$ cat config.mk
export PLATFORM = sky130hd
export DESIGN_NAME = spr_regfile
export DESIGN_NICKNAME = d
export VERILOG_FILES = /design/src/rtl/spr_pkg.sv /design/src/rtl/spr_chan.sv /design/src/rtl/spr_fmt.sv /design/src/rtl/spr_regfile.sv
export SDC_FILE = /design/constraint.sdc
export NUM_CORES = 1
export LEC_CHECK = 0
export BUFFER_PORTS_ARGS = -buffer_cell sky130_fd_sc_hd__buf_4
export CORE_ASPECT_RATIO = 1.2
export CORE_MARGIN = 5
export CORE_UTILIZATION = 30
export CTS_CLUSTER_SIZE = 20
export DETAILED_ROUTE_END_ITERATION = 12
export PLACE_DENSITY = 0.5
export SLEW_MARGIN = 5
export SYNTH_ARGS = -nofsm -noshare
export SYNTH_HDL_FRONTEND = slang
export SYNTH_SLANG_ARGS = --single-unit
$ cat constraint.sdc
create_clock -name clk_i -period 5.8 [get_ports clk_i]
set_input_delay 1.16 -clock clk_i [delete_from_list [all_inputs] [get_ports clk_i]]
set_output_delay 1.16 -clock clk_i [all_outputs]
set_load 0.02 [all_outputs]
$ cat src/rtl/spr_pkg.sv
package spr_pkg;
  localparam int NCH    = 2;
  localparam int NREG   = 16;
  localparam int PTR_W  = 4;
  localparam int TC_W   = 16;
  localparam int MULT_W = 7;
  localparam int DIV_W  = TC_W + 1 + 6;

  localparam logic [PTR_W-1:0] REG_RXC   = 4'd3;
  localparam logic [PTR_W-1:0] REG_FMT   = 4'd4;
  localparam logic [PTR_W-1:0] REG_TXC   = 4'd5;
  localparam logic [PTR_W-1:0] REG_HOLD  = 4'd8;
  localparam logic [PTR_W-1:0] REG_RST   = 4'd9;
  localparam logic [PTR_W-1:0] REG_TC_LO = 4'd12;
  localparam logic [PTR_W-1:0] REG_TC_HI = 4'd13;

  localparam logic [2:0] CMD_PT_HIGH = 3'b001;
  localparam logic [7:0] RR0_RST = 8'h44;
  localparam logic [7:0] RR1_RST = 8'h07;

  typedef struct packed {
    logic            par_en;
    logic            par_even;
    logic [1:0]      stop;
    logic [1:0]      clk_mode;
    logic [1:0]      len;
    logic            tx_en;
    logic            rx_en;
    logic [TC_W-1:0] tc;
  } fmt_cfg_t;

  function automatic logic [7:0] wr_rst(input int idx);
    case (idx)
      4:       return 8'h04;
      9:       return 8'hC0;
      11:      return 8'h08;
      14:      return 8'h30;
      15:      return 8'hF8;
      default: return 8'h00;
    endcase
  endfunction
endpackage

$ cat src/rtl/spr_chan.sv
module spr_chan
  import spr_pkg::*;
(
  input  logic             clk_i,
  input  logic             rst_ni,
  input  logic             ctl_wr_i,
  input  logic             ctl_rd_i,
  input  logic             data_wr_i,
  input  logic             soft_rst_i,
  input  logic [7:0]       wdata_i,
  output logic [PTR_W-1:0] ptr_o,
  output logic [7:0]       rr_o,
  output fmt_cfg_t         cfg_o,
  output logic [7:0]       tx_hold_o
);
  logic [7:0]       wr_q [NREG];
  logic [PTR_W-1:0] ptr_q;

  always_ff @(posedge clk_i or negedge rst_ni) begin
    if (!rst_ni) begin
      ptr_q <= '0;
      for (int i = 0; i < NREG; i++) wr_q[i] <= wr_rst(i);
    end else if (soft_rst_i) begin
      ptr_q <= '0;
      for (int i = 0; i < NREG; i++) wr_q[i] <= wr_rst(i);
    end else begin
      if (ctl_wr_i) begin
        if (ptr_q == '0) begin
          ptr_q <= {wdata_i[5:3] == CMD_PT_HIGH, wdata_i[2:0]};
        end else begin
          ptr_q <= '0;
          // register 9 carries commands only
          if (ptr_q != REG_RST) wr_q[ptr_q] <= wdata_i;
        end
      end else if (ctl_rd_i) begin
        ptr_q <= '0;
      end
      if (data_wr_i) wr_q[REG_HOLD] <= wdata_i;
    end
  end

  always_comb begin
    case (ptr_q)
      4'd0:      rr_o = RR0_RST;
      4'd1:      rr_o = RR1_RST;
      REG_TC_LO: rr_o = wr_q[REG_TC_LO];
      REG_TC_HI: rr_o = wr_q[REG_TC_HI];
      default:   rr_o = 8'h00;
    endcase
  end

  assign ptr_o     = ptr_q;
  assign tx_hold_o = wr_q[REG_HOLD];

  assign cfg_o.par_en   = wr_q[REG_FMT][0];
  assign cfg_o.par_even = wr_q[REG_FMT][1];
  assign cfg_o.stop     = wr_q[REG_FMT][3:2];
  assign cfg_o.clk_mode = wr_q[REG_FMT][7:6];
  assign cfg_o.len      = wr_q[REG_TXC][6:5];
  assign cfg_o.tx_en    = wr_q[REG_TXC][3];
  assign cfg_o.rx_en    = wr_q[REG_RXC][0];
  assign cfg_o.tc       = {wr_q[REG_TC_HI], wr_q[REG_TC_LO]};

  AST_PTR_CLR_WR: assert property (@(posedge clk_i) disable iff (!rst_ni)
    (ctl_wr_i && ptr_q != '0) |=> (ptr_q == '0));
  AST_PTR_CLR_RD: assert property (@(posedge clk_i) disable iff (!rst_ni)
    (ctl_rd_i && !ctl_wr_i) |=> (ptr_q == '0));
  AST_PT_HIGH: assert property (@(posedge clk_i) disable iff (!rst_ni)
    (ctl_wr_i && !soft_rst_i && ptr_q == '0 && wdata_i[5:3] == CMD_PT_HIGH)
      |=> ptr_q[PTR_W-1]);
  AST_SOFT_RST: assert property (@(posedge clk_i) disable iff (!rst_ni)
    soft_rst_i |=> (ptr_q == '0 && tx_hold_o == 8'h00 && cfg_o.clk_mode == 2'b00
                    && cfg_o.tc == '0));
  AST_DATA_KEEPS_PTR: assert property (@(posedge clk_i) disable iff (!rst_ni)
    (data_wr_i && !soft_rst_i) |=> $stable(ptr_q));
endmodule

$ cat src/rtl/spr_fmt.sv
module spr_fmt
  import spr_pkg::*;
(
  input  fmt_cfg_t            cfg_i,
  output logic                parity_en_o,
  output logic                parity_even_o,
  output logic                two_stop_o,
  output logic [3:0]          char_bits_o,
  output logic [MULT_W-1:0]   clk_mult_o,
  output logic                tx_en_o,
  output logic                rx_en_o,
  output logic [DIV_W-1:0]    baud_div_o
);
  logic [2:0] shift;

  always_comb begin
    case (cfg_i.clk_mode)
      2'b00:   shift = 3'd0;
      2'b01:   shift = 3'd4;
      2'b10:   shift = 3'd5;
      default: shift = 3'd6;
    endcase
    case (cfg_i.len)
      2'b00:   char_bits_o = 4'd5;
      2'b01:   char_bits_o = 4'd7;
      2'b10:   char_bits_o = 4'd6;
      default: char_bits_o = 4'd8;
    endcase
  end

  assign parity_en_o   = cfg_i.par_en;
  assign parity_even_o = cfg_i.par_even;
  assign two_stop_o    = (cfg_i.stop == 2'b11);
  assign tx_en_o       = cfg_i.tx_en;
  assign rx_en_o       = cfg_i.rx_en;
  assign clk_mult_o    = MULT_W'(1) << shift;
  assign baud_div_o    = (DIV_W'(cfg_i.tc) + DIV_W'(2)) << shift;
endmodule

$ cat src/rtl/spr_regfile.sv
module spr_regfile
  import spr_pkg::*;
#(
  parameter int SEL_SHIFT = 0
) (
  input  logic                    clk_i,
  input  logic                    rst_ni,
  input  logic [SEL_SHIFT+1:0]    addr_i,
  input  logic                    wr_i,
  input  logic                    rd_i,
  input  logic [7:0]              wdata_i,
  output logic [7:0]              rdata_o,
  input  logic [NCH*8-1:0]        rx_byte_i,
  output logic [NCH*8-1:0]        tx_hold_o,
  output logic [NCH-1:0]          parity_en_o,
  output logic [NCH-1:0]          parity_even_o,
  output logic [NCH-1:0]          two_stop_o,
  output logic [NCH*4-1:0]        char_bits_o,
  output logic [NCH*MULT_W-1:0]   clk_mult_o,
  output logic [NCH-1:0]          tx_en_o,
  output logic [NCH-1:0]          rx_en_o,
  output logic [NCH*DIV_W-1:0]    baud_div_o
);
  logic             sel_data;
  logic             ch;
  logic             rd_ok;
  logic [NCH-1:0]   ctl_wr, ctl_rd, data_wr, soft_rst;
  logic [PTR_W-1:0] ptr [NCH];
  logic [7:0]       rr  [NCH];
  fmt_cfg_t         cfg [NCH];
  logic             rst_cmd;
  logic [7:0]       rdata_q;

  assign sel_data = addr_i[SEL_SHIFT];
  assign ch       = addr_i[SEL_SHIFT+1];
  assign rd_ok    = rd_i && !wr_i;

  // reset command reaches both channels whichever channel carried it
  assign rst_cmd     = wr_i && !sel_data && (ptr[ch] == REG_RST);
  assign soft_rst[0] = rst_cmd && wdata_i[6];
  assign soft_rst[1] = rst_cmd && wdata_i[7];

  for (genvar g = 0; g < NCH; g++) begin : g_ch
    assign ctl_wr[g]  = wr_i  && !sel_data && (ch == g[0]);
    assign ctl_rd[g]  = rd_ok && !sel_data && (ch == g[0]);
    assign data_wr[g] = wr_i  &&  sel_data && (ch == g[0]);

    spr_chan u_chan (
      .clk_i      (clk_i),
      .rst_ni     (rst_ni),
      .ctl_wr_i   (ctl_wr[g]),
      .ctl_rd_i   (ctl_rd[g]),
      .data_wr_i  (data_wr[g]),
      .soft_rst_i (soft_rst[g]),
      .wdata_i    (wdata_i),
      .ptr_o      (ptr[g]),
      .rr_o       (rr[g]),
      .cfg_o      (cfg[g]),
      .tx_hold_o  (tx_hold_o[g*8 +: 8])
    );

    spr_fmt u_fmt (
      .cfg_i         (cfg[g]),
      .parity_en_o   (parity_en_o[g]),
      .parity_even_o (parity_even_o[g]),
      .two_stop_o    (two_stop_o[g]),
      .char_bits_o   (char_bits_o[g*4 +: 4]),
      .clk_mult_o    (clk_mult_o[g*MULT_W +: MULT_W]),
      .tx_en_o       (tx_en_o[g]),
      .rx_en_o       (rx_en_o[g]),
      .baud_div_o    (baud_div_o[g*DIV_W +: DIV_W])
    );
  end

  always_ff @(posedge clk_i or negedge rst_ni) begin
    if (!rst_ni)    rdata_q <= 8'h00;
    else if (rd_ok) rdata_q <= sel_data ? rx_byte_i[ch*8 +: 8] : rr[ch];
  end

  assign rdata_o = rdata_q;

  AST_RDATA_HOLD: assert property (@(posedge clk_i) disable iff (!rst_ni)
    !rd_ok |=> $stable(rdata_o));
  AST_RST_ONEHOT_SRC: assert property (@(posedge clk_i) disable iff (!rst_ni)
    (|soft_rst) |-> (wr_i && !sel_data));
endmodule

## After elaboration in Yosys (flattened, before gate mapping)

Cells that the tools add are included.

- Eq/ne operators: 24
- Order comparisons: 5
- Bitwise operators: 4
- Multipliers: 0
- Mux-type cells: 37
- $add $sub $neg: 2
- Div/mod/pow operators: 0
- Reduce and logical (&&, ||, !) cells: 37
- Shifts and indexed selects: 5

Operator list:

| cell | count |
|---|---|
| $mux 128 | 8 |
| $bwmux 128 | 2 |
| $demux 8 s4 | 2 |
| $mux 8 | 8 |
| $pmux 8 s4 | 2 |
| $shl 23x3->23 | 2 |
| $mux 4 | 11 |
| $add 16x2->17 const B | 2 |
| $pmux 4 s3 | 2 |
| $eq 4x4->1 const B | 5 |
| $pmux 3 s3 | 2 |
| $reduce_bool 3->1 | 6 |
| $shiftx 16x5->8 | 1 |
| $logic_and 1x1->1 | 15 |
| $shl 1x3->7 const A | 2 |
| $eq 2x2->1 const B | 6 |
| $reduce_and 3->1 | 4 |
| $ge 5x5->1 const B | 2 |
| $lt 5x1->1 const B | 2 |
| $not 4->5 | 2 |
| $eq 2x1->1 const B | 4 |
| $eq 4x1->1 const B | 2 |
| $logic_not 2->1 | 4 |
| $logic_not 4->1 | 2 |
| other kinds (9) | 16 |

- Logic and storage cells: 149
- Input port bits: 30
- Bits in latches: 0
- Memories kept: 0
- Register bits: 272
- Bits in writable memories: 0
- Memory bits (read-only): 0

## Logic depth before layout (Yosys ltp)

Gate-level depths: netlist (run 1).

- Depth after elaboration: 11
- Mapped depth: 8
- Depth with buffers taken out: 6

## Modules after synthesis

Synthesis (run 1) repeated with hierarchy kept, for this count alone.

- Cells, all modules: 730
- Area, all modules: 6,413.7 sq um

Modules (own cells, without submodules):

| module | area an instance (sq um) | cells each | times used | sequential area each (sq um) |
|---|---|---|---|---|
| spr_chan | 1,955.6 | 206 | 2 | 952.2 |
| spr_fmt | 948.4 | 138 | 2 | 0.0 |
| spr_regfile | 605.6 | 42 | 1 | 200.2 |

## Worst setup path after synthesis (run 1)

Ideal clock, no wire load.

- Path type: register to output
- Start: register g_ch[0].u_chan.wr_q, in the netlist g_ch[0].u_chan.cfg_o[1]
- End: output baud_div_o[11]
- Arrival time: 1.971 ns
- Data required time: 4.640 ns
- Cell stages (with the launch flop): 7
- Buffers on the path: 0
- Slack: 2.669 ns
- Path through: dfrtp_1 ha_1 nand2_1 nor4_2 xor2_1 nor2_1 o31ai_1

- Longest elaborated chain between the ends: 2

RTL lines:

| what | line | text |
|---|---|---|
| start, declared | spr_chan.sv:16 | `logic [7:0] wr_q [NREG];` |
| start signal, assigned by index | spr_chan.sv:33 | `if (ptr_q != REG_RST) wr_q[ptr_q] <= wdata_i;` |
| start signal, assigned by index | spr_chan.sv:38 | `if (data_wr_i) wr_q[REG_HOLD] <= wdata_i;` |
| $add 16x2->17 | spr_fmt.sv:37 | `assign baud_div_o = (DIV_W'(cfg_i.tc) + DIV_W'(2)) << shift;` |
| $shl 23x3->23 | spr_fmt.sv:37 |  |
| end, declared | spr_regfile.sv:22 | `output logic [NCH*DIV_W-1:0] baud_div_o` |

Every way passes these cells.

## Worst setup path in the final report (run 1)

- Start: register g_ch[1].u_chan.wr_q, in the netlist g_ch[1].u_chan.cfg_o[20]
- End: output baud_div_o[38]

- Longest elaborated chain between the ends: 3
- Elaborated cells on any way between the ends: 5

RTL lines:

| what | line | text |
|---|---|---|
| start, declared | spr_chan.sv:16 |  |
| start signal, assigned by index | spr_chan.sv:33 |  |
| start signal, assigned by index | spr_chan.sv:38 |  |
| $eq 2x2->1, or another cell as far along | spr_fmt.sv:17 | `case (cfg_i.clk_mode)` |
| $pmux 3 s3 (*) | spr_fmt.sv:17 |  |
| $shl 23x3->23 (*) | spr_fmt.sv:37 |  |

Every way passes the cells marked *; elsewhere a longest branch is shown, timed or not.

==> results by stage, run 1 <==
Timing:
- Setup violations remaining at the end of the flow were counted as 0.
- The final cycle utilization of the critical path is 66.35%.
- The worst setup skew after layout is 0.005532 ns.
- Setup repair after global routing left no endpoint under its margin.
- The shortest period the worst path allows is 3.848 ns.
- The highest clock frequency the design can meet is 259.9 MHz.
- The relative max-transition margin is 40.99%.
- The count of pins over their slew limit is 0.
- The final sum of negative setup slack is 0 ns.
- The actual slew at the worst max-slew pin is 0.8819 ns.
- The number of hold violations in the final report was 0.

Clocking:
- CTS built an H-tree with a depth of 3.
- The total CTS buffers is 9.
- In this run the deepest clock path goes through 2 buffers.
- Clock-pin slew was measured on the worst setup and hold paths at 0.06 ns.
- CTS placed an instance of sky130_fd_sc_hd__clkbuf_16 at the clock tree root.
- The CTS tree is yes.
- The number of gates given a new drive strength after cts is 0.
- The source-to-sink clock delay at the later pin of the worst-skew pair is 0.34 ns.
- The post-cts hold buffer count is 0.
- Clock tree synthesis found a total of 84 sinks.
- The post-CTS setup buffer count is 0.

Floorplanning:
- The floorplan step defined a die boundary enclosing 22710 sq um.
- The initial core utilization is 30.47%.
- The floorplan step set the die height to 164.1 microns.
- The number of ports placed on the die boundary is 132.
- Measured along the x axis, the die boundary spans 138.4 microns.
- The floorplan has 56 rows.
- The core outline area is 19480 sq um.

Global route:
- The number of antenna violations at the first check in global routing is 0.
- Summed over all layers, the global routing overflow is 0.
- The aggregate global-route resource usage is 16.29%.
- The first global-routing pass estimated 29900 microns of wire.
- The number of global-route vias before repair was 5306.
- Entering global routing, the biggest net connects 58 pins.

Finish:
- The fraction of final layout cells with drive strength greater than 1 is 21.57%.
- The number of antenna diodes in the final layout is 0.
- In the layout the commonest cells are sky130_fd_sc_hd__nand2_1, sky130_fd_sc_hd__buf_4, sky130_fd_sc_hd__dfrtp_1.
- The area growth from synthesis to final layout is 20.54%.
- The net count of the finished layout is 835.
- The most common cell after layout, fill and taps aside is sky130_fd_sc_hd__nand2_1.
- The count of cells in the finished layout, fillers not included, comes to 1063.

Synthesis:
- The average cell area after synthesis is 8.208 sq um.
- The number of enable-type register cells in the synthesized netlist is 0.
- Of all flip-flops after synthesis, the portion carrying an async set or reset was 100.0%.
- The synthesized instance count is 723.
- The top cell type by area accounts for 34.58% of the synthesized area.
- The most used flip-flop cell after synthesis is sky130_fd_sc_hd__dfrtp_1.
- The Yosys warning count is 0.
- Counting flops and latches in the post-synthesis netlist gives 84.
- Summed over all instances, the cell type with the most area after synthesis is sky130_fd_sc_hd__dfrtp_1.
- Sorting the synthesized cells by area gives the leading types as sky130_fd_sc_hd__dfrtp_1, sky130_fd_sc_hd__nand2_1, sky130_fd_sc_hd__mux2i_1.
- The portion of the post-synthesis area used by sequential elements is 35.46%.
- After synthesis the cells add up to 5934 sq um.
- The post-synthesis cell type count is 69.

Min path:
- The worst min-delay path class is reg2reg.

Route:
- In the routed layout, each cell is associated on average with a via count of 5.085.
- In the final routed layout, each cell accounts on average for 17.53 microns.
- The remaining antenna violation count is 0.
- In the routed design, unresolved DRC markers number 0.
- In this run, the number of DRC markers left after iteration 0 of detailed routing was 409.
- The total wire length after detailed routing is 18630 microns.
- The first TritonRoute pass finished after 5 iterations.
- The detailed router placed 5405 vias in this run.

Worst setup path:
- Of all nets on the critical path, the largest fanout is 20.
- The launching element type of the critical path is a flip-flop.
- The worst setup path is captured at an output pin.
- The critical path is of the reg2out type.
- The worst setup slack for register-to-register paths is 3.56 ns.
- The required time at the endpoint of the critical path is 4.64 ns.
- STA puts the critical path data arrival time at 2.69 ns.

Placed design:
- The number of cells in the design after placement is 1047.
- The count of buffers added on input and output ports is 125.
- The HPWL after detailed placement is 13600 microns.
- The routability congestion estimate from global placement is 0.8007.

Power and ir drop:
- The maximum vdd drop is 0.0001250 V.
- The design draws 2.578 mW.
- The power per cell area is 360.5 nW/um^2.
- The static leakage is 3.216 nW.

Job:
- The max capacitance violation total is 0.

Outcome:
- The run finished with clean final reports.
[worst max-delay path, stage by stage (launching register included)]
cell	delay, ns
sky130_fd_sc_hd__dfrtp_1	0.73
sky130_fd_sc_hd__clkinv_1	0.63
sky130_fd_sc_hd__nand2_1	0.18
sky130_fd_sc_hd__mux2i_1	0.08
sky130_fd_sc_hd__a2111oi_0	0.45
sky130_fd_sc_hd__a31oi_1	0.09
sky130_fd_sc_hd__buf_4	0.19
[power by group]
group          leakage, nW  internal, mW  switching, mW
combinational         2.01         0.503          0.697
clock                0.120         0.291          0.247
sequential            1.08         0.685          0.156
[layer usage]
metal  vias to the layer above  wire length (microns)  global-route usage, %
met1                      2581                   8423                  21.62
met3                        13                    927                  3.174
met5                         -                      0                      0
li1                       2660                      -                      -
met2                       151                   9042                  27.40
met4                         0                    239                  4.223
[final timing paths]
check / start / to / cells after the start
max: g_ch[1].u_chan.cfg_o[20] / baud_div_o[38] / 6
min: rdata_o[0] / rdata_o[0] / 2
max reg2reg: g_ch[0].u_chan.ptr_o[0] / g_ch[0].u_chan.cfg_o[14] / 5
min reg2reg: rdata_o[0] / rdata_o[0] / 2
max in group asynchronous: rst_ni / g_ch[0].u_chan.cfg_o[20] / 2
min in group asynchronous: rst_ni / g_ch[1].u_chan.tx_hold_o[3] / 1
[metrics by stage]
stage               utilization, %  hold slack, ns  area (sq um)  worst slack (ns)
floorplan                        -          0.4511          5953             2.669
global placement             35.30          0.4648          6877             2.373
detailed placement           35.30          0.4699          6877             2.366
CTS                          36.72          0.4866          7153             1.986
global route                 36.72          0.5038          7153             1.640
finish                       36.72          0.4776          7153             1.952
[layout make-up]
type	count	area, sq um
multi-input cells	553	3406
clock inverters	7	51.30
clock buffers	9	225.2
flip-flops and latches	84	2105
fillers	2109	12330
inverters	21	78.83
well taps	261	326.6
repair buffers	128	960.9
[state kept, by name, summed over array words and instances, names as in the netlist]
register and cells:
g_ch.u_chan.tx_hold_o 16, g_ch.u_chan.cfg_o 52, rdata_o 8, g_ch.u_chan.ptr_o 8
[synth_stat cells (7+ instances only)]
cell	instances
sky130_fd_sc_hd__mux4_2	8
sky130_fd_sc_hd__a21oi_1	22
sky130_fd_sc_hd__buf_4	18
sky130_fd_sc_hd__nor3_1	7
sky130_fd_sc_hd__o21ai_1	11
sky130_fd_sc_hd__o22ai_1	11
sky130_fd_sc_hd__nand3_1	33
sky130_fd_sc_hd__mux2i_1	35
sky130_fd_sc_hd__nand2b_1	9
sky130_fd_sc_hd__o211ai_1	7
sky130_fd_sc_hd__nand4_1	12
sky130_fd_sc_hd__nor2_1	67
sky130_fd_sc_hd__a22oi_1	7
sky130_fd_sc_hd__dfrtp_1	82
sky130_fd_sc_hd__and2_1	10
sky130_fd_sc_hd__clkbuf_1	35
sky130_fd_sc_hd__xor2_1	9
sky130_fd_sc_hd__inv_1	19
sky130_fd_sc_hd__buf_2	15
sky130_fd_sc_hd__xnor2_1	17
sky130_fd_sc_hd__o21ai_0	45
sky130_fd_sc_hd__o31ai_1	11
sky130_fd_sc_hd__ha_1	8
sky130_fd_sc_hd__nand2_1	144
[cells by family after synthesis]
family | Yosys count | share of synthesized area (%)
other | 1 | 0.06319
DFF | 84 | 35.46
AOI/OAI and AO/OA | 143 | 15.26
muxes | 46 | 9.762
buffers and inverters | 91 | 7.464
adders and majority gates | 8 | 1.687
xor gates and xnor gates | 27 | 4.111
and+or+nand+nor | 323 | 26.19
Note: power is estimated with default switching activity, not from simulation.
==> run 2: changes to the inputs <==
--- a/config.mk
+++ b/config.mk
@@ -11,7 +11,7 @@
 export CORE_UTILIZATION = 30
 export CTS_CLUSTER_SIZE = 20
 export DETAILED_ROUTE_END_ITERATION = 12
-export PLACE_DENSITY = 0.5
+export PLACE_DENSITY = 0.52
 export SLEW_MARGIN = 5
 export SYNTH_ARGS = -nofsm -noshare
 export SYNTH_HDL_FRONTEND = slang
==> constraint.sdc (replaced) <==
create_clock -name clk_i -period 3.5 [get_ports clk_i]
set_input_delay 0.7 -clock clk_i [delete_from_list [all_inputs] [get_ports clk_i]]
set_output_delay 0.7 -clock clk_i [all_outputs]
set_load 0.02 [all_outputs]
==> results by stage, run 2 (same netlist as run 1, synthesis figures left out) <==
Finish:
- The multi-input gate area in the final layout was 3406 sq um (unchanged).
- The net count reported at finish came to 844 (was 835).
- The most common cell after layout, fill and taps aside was sky130_fd_sc_hd__nand2_1 (unchanged).
- The combined flip-flop and latch cell area came to 2105 sq um (unchanged).
- The area growth from synthesis to final layout is 22.50% (was 20.54%).
- The fraction of final layout cells with drive strength greater than 1 came to 22.44% (was 21.57%).
- The layout filler cell count is 2087 (was 2109).
- Most used cells in the layout excluding fill and tap cells: sky130_fd_sc_hd__nand2_1, sky130_fd_sc_hd__buf_4, sky130_fd_sc_hd__dfrtp_1 (unchanged).
- The flip-flop count of the largest register after layout is 52 (unchanged).
- The total inserted antenna cells is 0 (unchanged).

Timing:
- Setup repair after global routing missed its margin: no (unchanged).
- The number of hold violations in the final report came to 0 (unchanged).
- The final sum of negative setup slack was 0 ns (unchanged).
- Counting I/O delays and the setup requirement, the final critical path takes 3.077 ns.
- The worst setup skew after layout is 0.007149 ns (was 0.005532 ns).
- The actual slew at the worst max-slew pin is 0.7228 ns (was 0.8819 ns).
- Of the available clock period, the critical path in the final layout requires 87.92%.
- The final number of setup-violating endpoints is 0 (unchanged).
- The relative max-transition margin is 51.81% (was 40.99%).
- The count of pins over their slew limit is 0 (unchanged).
- Timing would allow up to 325.0 MHz.

Worst setup path:
- The required time at the endpoint of the critical path is 2.80 ns (was 4.64 ns).
- The nature of the critical path endpoint is an output pin (unchanged).
- Cell chain of the critical path: ha_1 -> nand2_1 -> nor3_1 -> nand2_1 -> xor2_1 -> o221ai_1 -> buf_4 (was clkinv_1 -> nand2_1 -> mux2i_1 -> a2111oi_0 -> a31oi_1 -> buf_4).
- The cell type with the highest occurrence count on the critical path is sky130_fd_sc_hd__nand2_1.
- The number of buffer and inverter instances along the worst setup path is 1 (was 2).
- The critical path's top delay family is simple AND/OR/NAND/NOR gates (was buffers and inverters).
- The capture point of the worst reg-to-reg path is g_ch[0].u_chan.cfg_o[18] (was g_ch[0].u_chan.cfg_o[14]).
- The startpoint-to-endpoint class of the critical path is reg2out (unchanged).
- The data arrival time at the worst-slack endpoint is 2.38 ns (was 2.69 ns).
- The number of stages on the worst setup path is 7 (was 6).
- The timing startpoint of the critical path is g_ch[0].u_chan.cfg_o[1] (was g_ch[1].u_chan.cfg_o[20]).
- The longest individual stage delay on the worst path is 0.45 ns (was 0.73 ns).
- The cell count of the worst reg-to-reg path is 6 (was 5).
- The worst reg2reg path startpoint is g_ch[0].u_chan.ptr_o[0] (unchanged).
- The launching element type of the critical path is a flip-flop (unchanged).
- The worst setup slack for register-to-register paths is 1.41 ns (was 3.56 ns).
- The slowest cell on the critical path is sky130_fd_sc_hd__dfrtp_1 (unchanged).
- The highest net fanout along the worst path is 7 (was 20).

Floorplanning:
- The area of the die came to 22710 sq um (unchanged).
- The site row count is 56 (unchanged).
- The initial core utilization is 30.47% (unchanged).
- The core outline area is 19480 sq um (unchanged).
- The height of the die is 164.1 microns (unchanged).
- The width of the chip is 138.4 microns (unchanged).
- The number of ports placed on the die boundary is 132 (unchanged).

Power and ir drop:
- The power per cell area is 617.5 nW/um^2 (was 360.5 nW/um^2).
- The maximum vdd drop was 0.0002358 V (was 0.0001250 V).
- The static leakage is 3.288 nW (was 3.216 nW).
- The total power is 4.489 mW (was 2.578 mW).

Route:
- The first-pass detailed-route iteration total was 5 (unchanged).
- The via count is 5441 (was 5405).
- The total wire length after detailed routing came to 19190 microns (was 18630 microns).
- The detail-routed net length per standard cell is 17.90 microns (was 17.53 microns).
- The remaining antenna violation count was 0 (unchanged).
- The residual DRC count was 0 (unchanged).
- The mean number of vias per cell is 5.076 (was 5.085).
- The detailed router's first-iteration violation count is 350 (was 409).

Job:
- The max capacitance violation total is 0 (unchanged).

Placed design:
- The count of input and output buffers is 125 (unchanged).
- The HPWL after detailed placement came to 14030 microns (was 13600 microns).
- The routability congestion estimate from global placement was 0.8304 (was 0.8007).

Clocking:
- The buffer type at the clock tree root was sky130_fd_sc_hd__clkbuf_16 (unchanged).
- The total clock sinks is 84 (unchanged).
- The post-CTS setup buffer count is 0 (unchanged).
- The source-to-sink clock delay at the later pin of the worst-skew pair is 0.34 ns (about the same).
- The clock-pin slew reported for the worst setup and hold paths after clock tree synthesis came to 0.06 ns (about the same).
- The number of gates given a new drive strength after cts is 0 (unchanged).
- The post-cts hold buffer count is 0 (unchanged).
- The level count of the clock H-tree came to 3 (unchanged).
- The total CTS buffers was 9 (unchanged).
- The CTS tree is yes (unchanged).
- The deepest clock path buffer count is 2 (unchanged).

Global route:
- The aggregate global-route resource usage is 16.73% (was 16.29%).
- The number of antenna violations at the first check in global routing is 0 (unchanged).
- The first-pass GRT wire length came to 30570 microns (was 29900 microns).
- The maximum number of pins on one net before global-route repair is 55 (was 58).
- The aggregate global routing overflow was 0 (unchanged).
- The number of global-route vias before repair is 5335 (was 5306).

Min path:
- The worst min-delay path class is in2async (was reg2reg).

Outcome:
- Run status: finished clean (unchanged).
-- run 2: cell count changes in the layout (fill, tap and decap cells not counted) --
cell / before / now
sky130_fd_sc_hd__clkinv_4: 0 / 1
sky130_fd_sc_hd__clkinv_2: 1 / 0
sky130_fd_sc_hd__buf_4: 128 / 137
sky130_fd_sc_hd__bufinv_16: 0 / 2
sky130_fd_sc_hd__clkinvlp_4: 5 / 3
-- run 2: through the flow --
stage	hold WS, ns	cells	setup WS (ns)	cell area [sq um]	util [%]
global route	0.4671	1072	0.1871	7269	37.32
floorplan	0.4044	728	0.8290	5953	-
CTS	0.4300	1072	0.4218	7269	37.32
detailed placement	0.4736	1056	0.7920	6944	35.65
finish	0.4082	1072	0.4229	7269	37.32
global placement	0.4635	1056	0.8155	6944	35.65
-- run 2: area by class of cell --
type	count	share of cell area, %
tap	261	4.492
clock inverter	7	1.377
multi-input combinational	553	46.85
inverter	21	1.084
timing repair buffer	137	14.15
sequential	84	28.95
clock buffer	9	3.098
-- run 2: layer usage --
layer / share of wire, % / wire length [microns] / vias up / GRT usage (%)
met5: 0 / 0 / - / 0
met4: 1.1 / 202 / 0 / 3.414
met3: 4.8 / 927 / 14 / 3.145
met2: 49 / 9437 / 154 / 28.84
met1: 45 / 8624 / 2615 / 22.07
li1: - / - / 2658 / -
-- run 2: report_power, final --
group,total (mW),leakage (nW),internal (mW),switching (mW)
sequential,1.34,1.08,1.14,0.204
combinational,2.10,2.06,0.871,1.23
clock,1.05,0.148,0.629,0.421
total,4.49,3.29,2.64,1.85
-- run 2: worst max path at each step --
stage / to / slack (ns)
floorplan: baud_div_o[11] / 0.83
global placement: baud_div_o[36] / 0.82
detailed placement: baud_div_o[15] / 0.79
CTS: baud_div_o[15] / 0.42
global route: baud_div_o[11] / 0.19
finish: baud_div_o[15] / 0.42
-- run 2: worst reg2reg max path, stage by stage, from the launching register on --
cell and delay (ns):
sky130_fd_sc_hd__dfrtp_1 0.72, sky130_fd_sc_hd__and4bb_1 0.33, sky130_fd_sc_hd__and4bb_2 0.32, sky130_fd_sc_hd__nor2_1 0.09
sky130_fd_sc_hd__nor2b_1 0.11, sky130_fd_sc_hd__buf_4 0.28, sky130_fd_sc_hd__o31ai_1 0.13
